===== src/rtl/tmr_chain_ctrl.sv =====
module tmr_chain_ctrl #(
  parameter int W    = 16,
  parameter int NTRG = 4,
  parameter int NCH  = 4
) (
  input  logic            clk,
  input  logic            rst_n,
  input  logic            wr_en,
  input  logic [2:0]      wr_addr,
  input  logic [W-1:0]    wr_data,
  input  logic [NTRG-1:0] trig_in,
  output logic [W-1:0]    cnt_q,
  output logic            upd_evt,
  output logic            trig_out
);
  localparam logic [2:0] A_CTRL = 3'd0, A_PSC = 3'd1, A_ARR = 3'd2, A_EVT = 3'd3;
  localparam logic [2:0] SM_RST = 3'd4, SM_GATE = 3'd5, SM_TRIG = 3'd6, SM_EXT = 3'd7;

  logic            run_q, arpe_q;
  logic [2:0]      smode_q, mmode_q;
  logic [1:0]      sel_q;
  logic [W-1:0]    psc_reg, psc_sh, arr_reg, arr_sh, psc_cnt, cnt_nxt, arr_eff;
  logic [W-1:0]    cmp_q [NCH];
  logic [NTRG-1:0] sync1, sync2;
  logic            trgi_s, trgi_d, trg_rise, cnt_en, src, psc_hit, tick, wrap;
  logic            rst_evt, upd, ug_q, cc_q, wr_ctrl, sw_ug;
  logic [NCH-1:0]  oc_ref;

  assign wr_ctrl  = wr_en && wr_addr == A_CTRL;
  assign sw_ug    = wr_en && wr_addr == A_EVT && wr_data[0];
  assign trgi_s   = sync2[sel_q];
  assign trg_rise = trgi_s && !trgi_d;
  assign cnt_en   = run_q && (smode_q != SM_GATE || trgi_s);
  assign src      = (smode_q == SM_EXT) ? trg_rise : 1'b1;
  assign psc_hit  = psc_cnt == psc_sh;
  assign tick     = cnt_en && src && psc_hit;
  assign arr_eff  = arpe_q ? arr_sh : arr_reg;
  assign wrap     = tick && cnt_q == arr_eff;
  assign rst_evt  = sw_ug || (smode_q == SM_RST && trg_rise);
  assign upd      = rst_evt || wrap;
  assign cnt_nxt  = upd ? '0 : (tick ? cnt_q + 1'b1 : cnt_q);
  assign upd_evt  = upd_q_out;

  logic upd_q_out;

  for (genvar i = 0; i < NCH; i++) begin : g_ref
    assign oc_ref[i] = cnt_q < cmp_q[i];
  end

  always_comb begin
    case (mmode_q)
      3'd0:    trig_out = ug_q;
      3'd1:    trig_out = cnt_en;
      3'd2:    trig_out = upd_q_out;
      3'd3:    trig_out = cc_q;
      default: trig_out = oc_ref[mmode_q[1:0]];
    endcase
  end

  always_ff @(posedge clk or negedge rst_n) begin
    if (!rst_n) begin
      sync1 <= '0; sync2 <= '0; trgi_d <= 1'b0;
      run_q <= 1'b0; arpe_q <= 1'b0; smode_q <= '0; mmode_q <= '0; sel_q <= '0;
      psc_reg <= '0; psc_sh <= '0; arr_reg <= '0; arr_sh <= '0;
      psc_cnt <= '0; cnt_q <= '0; upd_q_out <= 1'b0; ug_q <= 1'b0; cc_q <= 1'b0;
      for (int i = 0; i < NCH; i++) cmp_q[i] <= '0;
    end else begin
      sync1  <= trig_in;
      sync2  <= sync1;
      trgi_d <= trgi_s;
      if (wr_ctrl) begin
        run_q   <= wr_data[0];
        arpe_q  <= wr_data[1];
        smode_q <= wr_data[4:2];
        sel_q   <= wr_data[6:5];
        mmode_q <= wr_data[9:7];
      end else if (smode_q == SM_TRIG && trg_rise) begin
        run_q <= 1'b1;
      end
      if (wr_en && wr_addr == A_PSC) psc_reg <= wr_data;
      if (wr_en && wr_addr == A_ARR) arr_reg <= wr_data;
      for (int i = 0; i < NCH; i++)
        if (wr_en && wr_addr == 3'(4 + i)) cmp_q[i] <= wr_data;
      if (upd) begin
        psc_sh <= psc_reg;
        arr_sh <= arr_reg;
      end
      if (rst_evt)            psc_cnt <= '0;
      else if (cnt_en && src) psc_cnt <= psc_hit ? '0 : psc_cnt + 1'b1;
      cnt_q     <= cnt_nxt;
      upd_q_out <= upd;
      ug_q      <= sw_ug;
      cc_q      <= tick && cnt_nxt == cmp_q[0];
    end
  end

  p_upd_zero_r2: assert property (@(posedge clk) disable iff (!rst_n)
    upd_q_out |-> cnt_q == '0);

  p_gate_hold_r7: assert property (@(posedge clk) disable iff (!rst_n)
    (smode_q == SM_GATE && !trgi_s && !wr_en) |=> $stable(cnt_q));

  p_reset_evt_r6: assert property (@(posedge clk) disable iff (!rst_n)
    (smode_q == SM_RST && trg_rise && !wr_en) |=> (cnt_q == '0 && upd_q_out));

  p_ext_step_r9: assert property (@(posedge clk) disable iff (!rst_n)
    (smode_q == SM_EXT && !trg_rise && !wr_en) |=> $stable(cnt_q));

  p_stop_hold_r10: assert property (@(posedge clk) disable iff (!rst_n)
    (!run_q && smode_q != SM_RST && smode_q != SM_TRIG && !wr_en) |=> $stable(cnt_q));

  p_start_run_r8: assert property (@(posedge clk) disable iff (!rst_n)
    (smode_q == SM_TRIG && trg_rise && !wr_en) |=> run_q);
endmodule


===== config.mk =====
export PLATFORM = sky130hd
export DESIGN_NAME = tmr_chain_ctrl
export DESIGN_NICKNAME = d
export VERILOG_FILES = /design/src/rtl/tmr_chain_ctrl.sv
export SDC_FILE = /design/constraint.sdc
export NUM_CORES = 1
export LEC_CHECK = 0
export BUFFER_PORTS_ARGS = -buffer_cell sky130_fd_sc_hd__buf_4
export CAP_MARGIN = 20
export CORE_UTILIZATION = 55
export CTS_BUF_LIST = sky130_fd_sc_hd__clkbuf_8
export DETAILED_ROUTE_END_ITERATION = 10
export PLACE_DENSITY = 0.85
export RECOVER_POWER = 100
export SLEW_MARGIN = 20
export SYNTH_ARGS = -nofsm -noshare
export SYNTH_HDL_FRONTEND = slang
export SYNTH_SLANG_ARGS = --single-unit
export TNS_END_PERCENT = 10

===== constraint.sdc =====
create_clock -name clk -period 3.52 [get_ports clk]
set_input_delay 1.056 -clock clk [delete_from_list [all_inputs] [get_ports clk]]
set_output_delay 1.056 -clock clk [all_outputs]
set_load 0.005 [all_outputs]

==> results.sh, run 1 <==
export IMPL_die_x_um=134.0
export IMPL_highest_layer="met4"
export IMPL_antenna_cells=0
export IMPL_grt_usage_pct=28.41
export IMPL_crit_path_cell_trace="buf_6 > ha_1 > a21o_1 > a21o_1 > a21o_1 > a21o_1 > a21o_1 > a211oi_2 > o311ai_1 > a21oi_2 > buf_4"
export IMPL_required_ps=2460
export IMPL_cts_tree="yes"
export IMPL_crit_type="reg2out"
export IMPL_top_register="cmp_q"
export IMPL_critPathBufInv=2
export IMPL_crit_path_max_fanout=6
export IMPL_worst_hold_slack_ps=356.8
export IMPL_drt_antenna_violating_nets=0
export IMPL_viasPerCell=6.047
export IMPL_fin_worst_skew_ps=13.55
export IMPL_slowest_stage="dfrtp_1"
export IMPL_core_rowCount=47
export IMPL_min_period_ps=3941
export IMPL_report_final_slew_viol_count=70
export IMPL_synth_edf_count=0
export IMPL_cts_sinks=182
export IMPL_largest_register_ffs=64
export IMPL_power_frac_comb_pct=28.5
export IMPL_vdd_drop_max_uv=414.5
export IMPL_multi_input_area_mm2=0.004750
export IMPL_syn_instance_count=852
export IMPL_ys_seq_elements=182
export IMPL_syn_area_mm2=0.009578
export IMPL_r2r_cells=7
export IMPL_power_switching_uw=2005
export IMPL_syn_to_final_growth_pct=12.62
export IMPL_wirelength_mm=23.92
export IMPL_status="finished, violations left"
export IMPL_r2r_slack_ps=160
export IMPL_critPathLaunchType="register"
export IMPL_clock_path_buffers=2
export IMPL_cp_end_kind="output port"
export IMPL_nNetsFinal=1015
export IMPL_avgRoutedWirePerCell_um=20.64
export IMPL_max_freq_mhz=253.8
export IMPL_numCtsBuffers=17
export IMPL_synthArstFlopShare_pct=100.0
export IMPL_io_pins=44
export IMPL_stdcell_count=1159
export IMPL_holdCritStartpoint="sync1[2]"
export IMPL_finalHoldViolCount=0
export IMPL_dpl_cell_count=1125
export IMPL_violations="capacitance limit, slew limit, setup timing"
export IMPL_setup_viol=1
export IMPL_syn_area_per_cell_um2=11.24
export IMPL_synthDistinctLibCells=57
export IMPL_clock_power_share_pct=23.4
export IMPL_min_to="sync2[2]"
export IMPL_core_area_mm2=0.01682
export IMPL_portBuffers=43
export IMPL_hold_depth=0
export IMPL_critPathArrivalTime_ps=2880
export IMPL_synth_seq_area_share_pct=47.55
export IMPL_regArea_mm2=0.004556
export IMPL_rr_startpoint="cnt_q[14]"
export IMPL_met1_length_mm=10.50
export IMPL_fillCellCount=1324
export IMPL_powerDensity_mw_per_mm2=566.8
export IMPL_ctsHoldBuffers=0
export IMPL_cpLargestDelayFamily="compound AO/OA/AOI/OAI gates"
export IMPL_gp_congestion=0.9421
export IMPL_initial_core_util_pct=56.95
export IMPL_slew_limit_headroom_pct=-14.62
export IMPL_leakagePower_uw=0.005162
export IMPL_sw_frac_of_total_pct=32.80
export IMPL_drtIter0Drc=554
export IMPL_grt_first_pass_wirelength_mm=38.00
export IMPL_seqPwrFrac_pct=48.1
export IMPL_r2r_end="psc_sh[8]"
export IMPL_route_met2_wl_mm=11.24
export IMPL_p_int_uw=4108
export IMPL_yosys_warnings=0
export IMPL_crit_path_frequent_cell="a21o_1"
export IMPL_syn_nets=940
export IMPL_synthFlopType="dfrtp_1"
export IMPL_max_cap_violations=1
export IMPL_grt_max_degree=70
export IMPL_grt_overflow=0
export IMPL_layout_setup_ws_ps=-420.5
export IMPL_rsz0062_at_grt="true"
export IMPL_fp_dieH_um=134.0
export IMPL_antenna_found_initial=0
export IMPL_worstHoldPathType="reg2reg"
export IMPL_fp_dieArea_mm2=0.01795
export IMPL_route_met3_wl_mm=1.531
export IMPL_clockRootBuffer="clkbuf_8"
export IMPL_dp_final_hpwl_mm=17.05
export IMPL_htreeDepth=4
export IMPL_clk_latency_ps=480
export IMPL_slowest_delay_ps=420
export IMPL_drcViolationCount=0
export IMPL_tightest_slew_ps=1719
export IMPL_cts_clk_slew_worst_paths_ps=100
export IMPL_drive_gt1_share_pct=25.56
export IMPL_grt_pass1_vias=6964
export IMPL_first_pass_iters=5
export IMPL_post_route_period_util_pct=111.9
export IMPL_num_vias=7009
[kinds of logic after synthesis]
kind of cell	synth area share, %
AOI/OAI and AO/OA	8.295
xor gates and xnor gates	4.664
adders and majority gates	8.099
buffers and inverters	3.958
DFF	47.55
muxes	16.34
and+or+nand+nor	11.09
[worst max-delay path by stage]
stage | depth (start not counted) | start | endpoint | slack [ps]
final | 11 | cnt_q[1] | trig_out | -420
after floorplan | 9 | cnt_q[1] | trig_out | 170
after global placement | 10 | cnt_q[1] | trig_out | -50
after CTS | 10 | cnt_q[1] | trig_out | -440
after global routing | 11 | cnt_q[9] | trig_out | -500
after detailed placement | 11 | cnt_q[1] | trig_out | -240
[cells in the mapped netlist (5+ instances only)]
master	n	share of area, %
dfrtp_1	182	48
mux2_2	121	14
inv_1	64	2.5
ha_1	62	8.1
nand2_1	54	2.1
o21ai_0	47	2.5
nor2_1	38	1.5
xnor2_1	34	3.1
a21o_1	28	2.2
nand3_1	19	0.99
mux2i_1	18	1.9
clkbuf_1	17	0.67
nor4_1	17	1.1
xor2_1	17	1.6
nand4_1	15	0.98
nor3_1	15	0.78
a21oi_1	13	0.68
and3_1	8	0.52
nand2b_1	7	0.46
buf_2	6	0.31
a2111oi_0	5	0.46
a31oi_1	5	0.33
[metrics by stage]
stage	worst slack (ps)	utilization [%]	power, uW	setup TNS (ps)	instance area, um2
floorplan	166.8	-	4065	0	9578
global placement	-46.56	61.70	4541	-46.56	10380
detailed placement	-243.3	61.70	4645	-243.3	10380
CTS	-440.1	64.39	6115	-440.1	10830
global route	-501.8	64.13	6460	-501.8	10790
finish	-420.5	64.13	6114	-420.5	10790
[cell usage in the layout, fill, tap and decap left out, types with 4 or more instances in the layout]
cell	Yosys	layout
clkbuf_4	0	7
inv_1	64	64
mux2_2	121	121
xnor2_1	34	34
a31oi_1	5	4
mux2i_1	18	18
nor4_1	17	17
o21ai_0	47	43
clkbuf_8	0	18
xor2_1	17	17
clkbuf_1	17	18
o21ai_1	3	6
nor3_1	15	14
a21oi_1	13	11
nand4_1	15	15
inv_6	0	4
nand2_1	54	54
nand3_1	19	19
dfrtp_1	182	181
buf_4	3	55
nand2b_1	7	7
nor2_1	38	38
ha_1	62	61
and3_1	8	8
clkinv_2	0	4
a21o_1	28	28
[power by group through the flow]
| stage | combinational [uW] | sequential [uW] | clock [uW] |
|---|---|---|---|
| after floorplan | 1210 | 2860 | 0 |
| after global placement | 1610 | 2930 | 0 |
| after detailed placement | 1680 | 2970 | 0 |
| after CTS | 1730 | 2930 | 1450 |
| after global routing | 1910 | 3010 | 1550 |
| final | 1750 | 2940 | 1430 |
[final cells by class]
| class | count | area share, % |
|---|---|---|
| clock buffers | 18 | 2.297 |
| clock inverters | 13 | 1.334 |
| inverters | 64 | 2.227 |
| multi-input cells | 578 | 44.03 |
| flip-flops and latches | 182 | 42.23 |
| well taps | 220 | 2.552 |
| repair buffers | 84 | 5.324 |
[metal layers]
metal / GRT usage [%] / vias up
met5: 0 / -
met4: 11.62 / 0
met3: 5.745 / 52
met2: 44.16 / 257
met1: 39.04 / 3510
li1: - / 3190
[what timing repair did]
| item | in CTS | in global routing |
|---|---|---|
| hold endpoints to repair | 0 | 0 |
| pin swaps | 14 | 3 |
| endpoints found under the setup margin | 1 | 1 |
| buffers inserted | 2 | 1 |
| gates resized for setup | 12 | 9 |
No activity file was read; power rests on OpenSTA's default activity.
==> inputs of run 2 (changes only) <==
--- a/config.mk
+++ b/config.mk
@@ -11,7 +11,7 @@
 export CTS_BUF_LIST = sky130_fd_sc_hd__clkbuf_8
 export DETAILED_ROUTE_END_ITERATION = 10
 export PLACE_DENSITY = 0.85
-export RECOVER_POWER = 100
+export RECOVER_POWER = 50
 export SLEW_MARGIN = 20
 export SYNTH_ARGS = -nofsm -noshare
 export SYNTH_HDL_FRONTEND = slang
==> results.sh, run 2 (synthesized netlist as in run 1, its figures left out) <==
export IMPL_ctsHoldBuffers=0
export IMPL_multi_input_area_mm2=0.004760
export IMPL_cts_clk_slew_worst_paths_ps=100
export IMPL_gp_congestion=0.9421
export IMPL_power_frac_comb_pct=28.6
export IMPL_num_vias=7017
export IMPL_htreeDepth=4
export IMPL_vdd_drop_max_uv=412.3
export IMPL_crit_type="reg2out"
export IMPL_dpl_cell_count=1125
export IMPL_fp_dieArea_mm2=0.01795
export IMPL_seqPwrFrac_pct=48.1
export IMPL_status="finished, violations left"
export IMPL_grt_overflow=0
export IMPL_placed_area_mm2=0.01038
export IMPL_initial_core_util_pct=56.95
export IMPL_max_freq_mhz=253.8
export IMPL_avgRoutedWirePerCell_um=20.67
export IMPL_portBuffers=43
export IMPL_critPathArrivalTime_ps=2880
export IMPL_die_x_um=134.0
export IMPL_violations="capacitance limit, slew limit, setup timing"
export IMPL_numCtsBuffers=17
export IMPL_required_ps=2460
export IMPL_fin_worst_skew_ps=14.49
export IMPL_syn_to_final_growth_pct=13.27
export IMPL_worstHoldPathType="reg2reg"
export IMPL_clk_latency_ps=470
export IMPL_first_pass_iters=5
export IMPL_fillCellCount=1307
export IMPL_slew_limit_headroom_pct=-13.37
export IMPL_nNetsFinal=1015
export IMPL_leakagePower_uw=0.005221
export IMPL_top_register="cmp_q"
export IMPL_tightest_slew_ps=1701
export IMPL_grt_use_met3_pct=5.745
export IMPL_clock_power_share_pct=23.3
export IMPL_wirelength_mm=23.95
export IMPL_rsz0062_at_grt="true"
export IMPL_met2_usage_pct=44.16
export IMPL_clock_path_buffers=2
export IMPL_finalHoldViolCount=0
export IMPL_core_area_mm2=0.01682
export IMPL_max_cap_violations=1
export IMPL_cts_sinks=182
export IMPL_largest_register_ffs=64
export IMPL_grt_pass1_vias=6964
export IMPL_cts_tree="yes"
export IMPL_top_usage_layer="met2"
export IMPL_dp_final_hpwl_mm=17.05
export IMPL_min_period_ps=3941
export IMPL_clockRootBuffer="clkbuf_8"
export IMPL_utilization_pct=64.51
export IMPL_post_route_period_util_pct=112.0
export IMPL_layout_setup_ws_ps=-420.8
export IMPL_antenna_cells=0
export IMPL_drt_antenna_violating_nets=0
export IMPL_regArea_mm2=0.004556
export IMPL_critPathLaunchType="register"
export IMPL_r2r_slack_ps=260
export IMPL_io_pins=44
export IMPL_antenna_found_initial=0
export IMPL_grt_usage_pct=28.41
export IMPL_drcViolationCount=0
export IMPL_final_common_cell="dfrtp_1"
export IMPL_viasPerCell=6.054
export IMPL_grt_util_met1_pct=39.04
export IMPL_core_rowCount=47
export IMPL_report_final_slew_viol_count=70
export IMPL_p_int_uw=4113
export IMPL_layout_common_cells="dfrtp_1 (181), mux2_2 (121), buf_4 (72)"
export IMPL_cp_end_kind="output port"
export IMPL_fp_dieH_um=134.0
export IMPL_stdcell_count=1159
export IMPL_drive_gt1_share_pct=27.26
export IMPL_powerDensity_mw_per_mm2=564.0
export IMPL_drtIter0Drc=640
export IMPL_grt_max_degree=70
export IMPL_power_switching_uw=2006
export IMPL_fin_setup_tns_ps=-420.8
export IMPL_post_route_cell_area_mm2=0.01085
export IMPL_grt_first_pass_wirelength_mm=38.00
export IMPL_setup_viol=1
export IMPL_sw_frac_of_total_pct=32.78
export IMPL_crit_path_max_fanout=6
-- run 2: cell count changes in the layout (fill, tap and decap cells not counted) --
cell,previous run,this run
nor3b_2,0,2
clkbuf_1,18,4
clkbuf_4,7,4
buf_4,55,72
nor3b_1,3,1
-- run 2: final cells by class --
type	count	area share, %
multi-input cells	578	43.87
flip-flops and latches	182	41.99
repair buffers	84	5.778
well taps	220	2.537
clock buffers	18	2.283
inverters	64	2.214
clock inverters	13	1.326
-- run 2: repair_timing --
| action | 4_1_cts | 5_1_grt |
|---|---|---|
| buffers inserted | 2 | 1 |
| setup endpoints to repair | 1 | 1 |
| pin swaps | 14 | 3 |
| endpoints found under the hold margin | 0 | 0 |
| gates resized for setup | 12 | 9 |
-- run 2: worst paths after layout --
check | start | to | cells after the start
min in group asynchronous | rst_n | cmp_q[42] | 1
worst min register to register | sync1[2] | sync2[2] | 0
max in group asynchronous | rst_n | psc_cnt[4] | 2
worst max register to register | arpe_q | arr_sh[4] | 8
worst min-delay path | sync1[2] | sync2[2] | 0
worst max-delay path | cnt_q[1] | trig_out | 11
-- run 2: routing by layer --
| layer | routed length [um] | share of wire, % |
|---|---|---|
| met5 | 0 | 0 |
| met4 | 596 | 2.5 |
| met3 | 1646 | 6.9 |
| met2 | 11290 | 47 |
| met1 | 10420 | 43 |
-- run 2: metrics by stage --
step / setup WS (ps) / hold WS [ps] / total power (uW)
4_1_cts: -440.1 / 357.5 / 6115
3_5_place_dp: -243.3 / 334.7 / 4645
5_1_grt: -501.8 / 370.6 / 6465
3_3_place_gp: -46.56 / 333.4 / 4541
6_report: -420.8 / 356.4 / 6119
2_1_floorplan: 166.8 / 331.2 / 4065
-- run 2: power by group through the flow --
stage | combinational (uW) | sequential (uW) | clock (uW)
2_1_floorplan | 1210 | 2860 | 0
3_3_place_gp | 1610 | 2930 | 0
3_5_place_dp | 1680 | 2970 | 0
4_1_cts | 1730 | 2930 | 1450
5_1_grt | 1910 | 3010 | 1550
6_report | 1750 | 2940 | 1430
-- run 2: worst max-delay path, cell delays in order (launching register included) --
cell and delay [ps]:
dfrtp_1 420, buf_6 150, ha_1 290, a21o_1 160
a21o_1 160, a21o_1 180, a21o_1 190, a21o_1 200
a211oi_2 210, o311ai_1 120, a21oi_2 210, buf_4 130
==> inputs of run 3 (changes only) <==
--- a/config.mk
+++ b/config.mk
@@ -10,7 +10,7 @@
 export CORE_UTILIZATION = 55
 export CTS_BUF_LIST = sky130_fd_sc_hd__clkbuf_8
 export DETAILED_ROUTE_END_ITERATION = 10
-export PLACE_DENSITY = 0.85
+export PLACE_DENSITY = 0.84
 export RECOVER_POWER = 50
 export SLEW_MARGIN = 20
 export SYNTH_ARGS = -nofsm -noshare
==> results.sh, run 3 (synthesized netlist as in run 1, its figures left out) <==
export IMPL_rsz0062_at_grt="true"
export IMPL_core_rowCount=47
export IMPL_numCtsBuffers=17
export IMPL_r2r_cells=8
export IMPL_max_cap_violations=1
export IMPL_fp_dieH_um=134.0
export IMPL_powerDensity_mw_per_mm2=571.2
export IMPL_min_period_ps=3964
export IMPL_clockRootBuffer="clkbuf_8"
export IMPL_required_ps=2460
export IMPL_cts_clk_slew_worst_paths_ps=100
export IMPL_drt_antenna_violating_nets=0
export IMPL_multi_input_area_mm2=0.004766
export IMPL_power_switching_uw=2017
export IMPL_dp_final_hpwl_mm=16.85
export IMPL_io_pins=44
export IMPL_power_frac_comb_pct=27.8
export IMPL_r2r_slack_ps=260
export IMPL_fillCellCount=1304
export IMPL_core_area_mm2=0.01682
export IMPL_grt_pass1_vias=7024
export IMPL_syn_to_final_growth_pct=13.64
export IMPL_setup_viol=1
export IMPL_slew_limit_headroom_pct=-70.57
export IMPL_tightest_slew_ps=2559
export IMPL_report_final_slew_viol_count=48
export IMPL_first_pass_iters=8
export IMPL_final_common_cell="dfrtp_1"
export IMPL_portBuffers=43
export IMPL_viasPerCell=6.039
export IMPL_initial_core_util_pct=56.95
export IMPL_fin_setup_tns_ps=-443.8
export IMPL_cts_tree="yes"
export IMPL_largest_register_ffs=64
export IMPL_max_freq_mhz=252.3
export IMPL_hold_depth=0
export IMPL_p_int_uw=4200
export IMPL_num_vias=6981
export IMPL_status="finished, violations left"
export IMPL_crit_type="reg2out"
export IMPL_slowest_delay_ps=410
export IMPL_critPathLaunchType="register"
export IMPL_violations="DRC, capacitance limit, slew limit, setup timing"
export IMPL_gp_congestion=0.9586
export IMPL_crit_path_frequent_cell="a21o_1"
export IMPL_grt_max_degree=71
export IMPL_leakagePower_uw=0.005216
export IMPL_nNetsFinal=1011
export IMPL_utilization_pct=64.72
export IMPL_drcViolationCount=1
export IMPL_die_x_um=134.0
export IMPL_drtIter0Drc=608
export IMPL_avgRoutedWirePerCell_um=20.48
export IMPL_seqPwrFrac_pct=47.3
export IMPL_critPathArrivalTime_ps=2910
export IMPL_drive_gt1_share_pct=27.24
export IMPL_sw_frac_of_total_pct=32.44
export IMPL_clock_power_share_pct=24.9
export IMPL_crit_path_max_fanout=4
export IMPL_cp_end_kind="output port"
export IMPL_fin_worst_skew_ps=19.23
export IMPL_top_register="cmp_q"
export IMPL_critPathBufInv=2
export IMPL_slowest_stage="dfrtp_1"
export IMPL_clk_latency_ps=490
export IMPL_holdCritStartpoint="sync1[3]"
export IMPL_antenna_cells=0
export IMPL_vdd_drop_max_uv=462.5
export IMPL_postCtsSetupRepairBufs=0
export IMPL_layout_common_cells="dfrtp_1 (181), mux2_2 (121), buf_4 (70)"
export IMPL_clock_path_buffers=2
export IMPL_rr_startpoint="arpe_q"
export IMPL_htreeDepth=4
export IMPL_min_to="sync2[3]"
export IMPL_cpLargestDelayFamily="compound AO/OA/AOI/OAI gates"
export IMPL_ctsHoldBuffers=0
export IMPL_r2r_end="arr_sh[15]"
export IMPL_regArea_mm2=0.004556
export IMPL_post_route_period_util_pct=112.6
export IMPL_grt_overflow=0
export IMPL_cts_sinks=182
export IMPL_wirelength_mm=23.68
export IMPL_antenna_found_initial=0
export IMPL_grt_first_pass_wirelength_mm=37.96
export IMPL_finalHoldViolCount=0
export IMPL_fp_dieArea_mm2=0.01795
export IMPL_grt_usage_pct=28.39
export IMPL_layout_setup_ws_ps=-443.8
export IMPL_worstHoldPathType="reg2reg"
export IMPL_crit_path_cell_trace="buf_6 > ha_1 > a21o_1 > a21o_1 > a21o_1 > a21o_1 > a21o_1 > a211oi_2 > o311ai_1 > a21oi_2 > buf_4"
## run 3: changes by cell type in the layout (fill, tap and decap cells not counted), sizes merged
| cell | change |
|---|---|
| clkinv | -3 |
| clkbuf | -2 |
| clkinvlp | +2 |
| buf | -1 |
| bufinv | +1 |
## run 3: power by group through the flow
stage                     Clock [uW]  Combinational (uW)  Sequential [uW]
after floorplan                    0                1210             2860
after global placement             0                1600             2940
after detailed placement           0                1660             2980
after CTS                       1560                1700             2940
after global routing            1650                1900             3010
final                           1550                1730             2940
## run 3: how the worst max path moves through the flow
stage	start	end	slack (ps)	depth (start not counted)
final	cnt_q[1]	trig_out	-440	11
after global routing	cnt_q[1]	trig_out	-510	11
after CTS	cnt_q[1]	trig_out	-460	10
after detailed placement	cnt_q[1]	trig_out	-150	11
after global placement	cnt_q[1]	trig_out	-30	10
after floorplan	cnt_q[1]	trig_out	170	9
## run 3: layout make-up
type                    count  share of cell area [%]
multi-input cells         578                   43.79
well taps                 220                   2.529
clock buffers              19                   2.403
flip-flops and latches    182                   41.86
clock inverters            13                   1.552
repair buffers             80                   5.667
inverters                  64                   2.207
## run 3: worst reg2reg max path: cells and delay by family, from the launching register on
| kind | cells | cell delay (ps) |
|---|---|---|
| buf+inv | 2 | 730 |
| compound gates | 1 | 400 |
| xor+xnor | 1 | 160 |
| mux | 2 | 650 |
| simple gates | 2 | 830 |
| flops | 1 | 380 |
## run 3: per-stage QoR
step	setup WS [ps]	total power, uW	hold WS (ps)	std cells	instance area, um2
after detailed placement	-150.0	4641	337.3	1124	10380
after global placement	-29.04	4539	332.1	1124	10380
after CTS	-459.1	6200	356.6	1156	10850
after floorplan	166.8	4065	331.2	852	9578
after global routing	-510.5	6552	365.6	1156	10880
final	-443.8	6217	356.9	1156	10880
## run 3: repair_timing
action	in CTS	in global routing
pin swaps	14	15
cloned	0	0
setup endpoints to repair	1	1
resized for setup	11	9
## run 3: layer usage
layer  vias to the layer above  GRT usage (%)  part of all wire, %
met5                         -              0                    0
li1                       3162              -                    -
met2                       270          44.93                   47
met1                      3503          38.22                   44
met3                        46          6.500                  7.2
met4                         0          10.48                  2.1
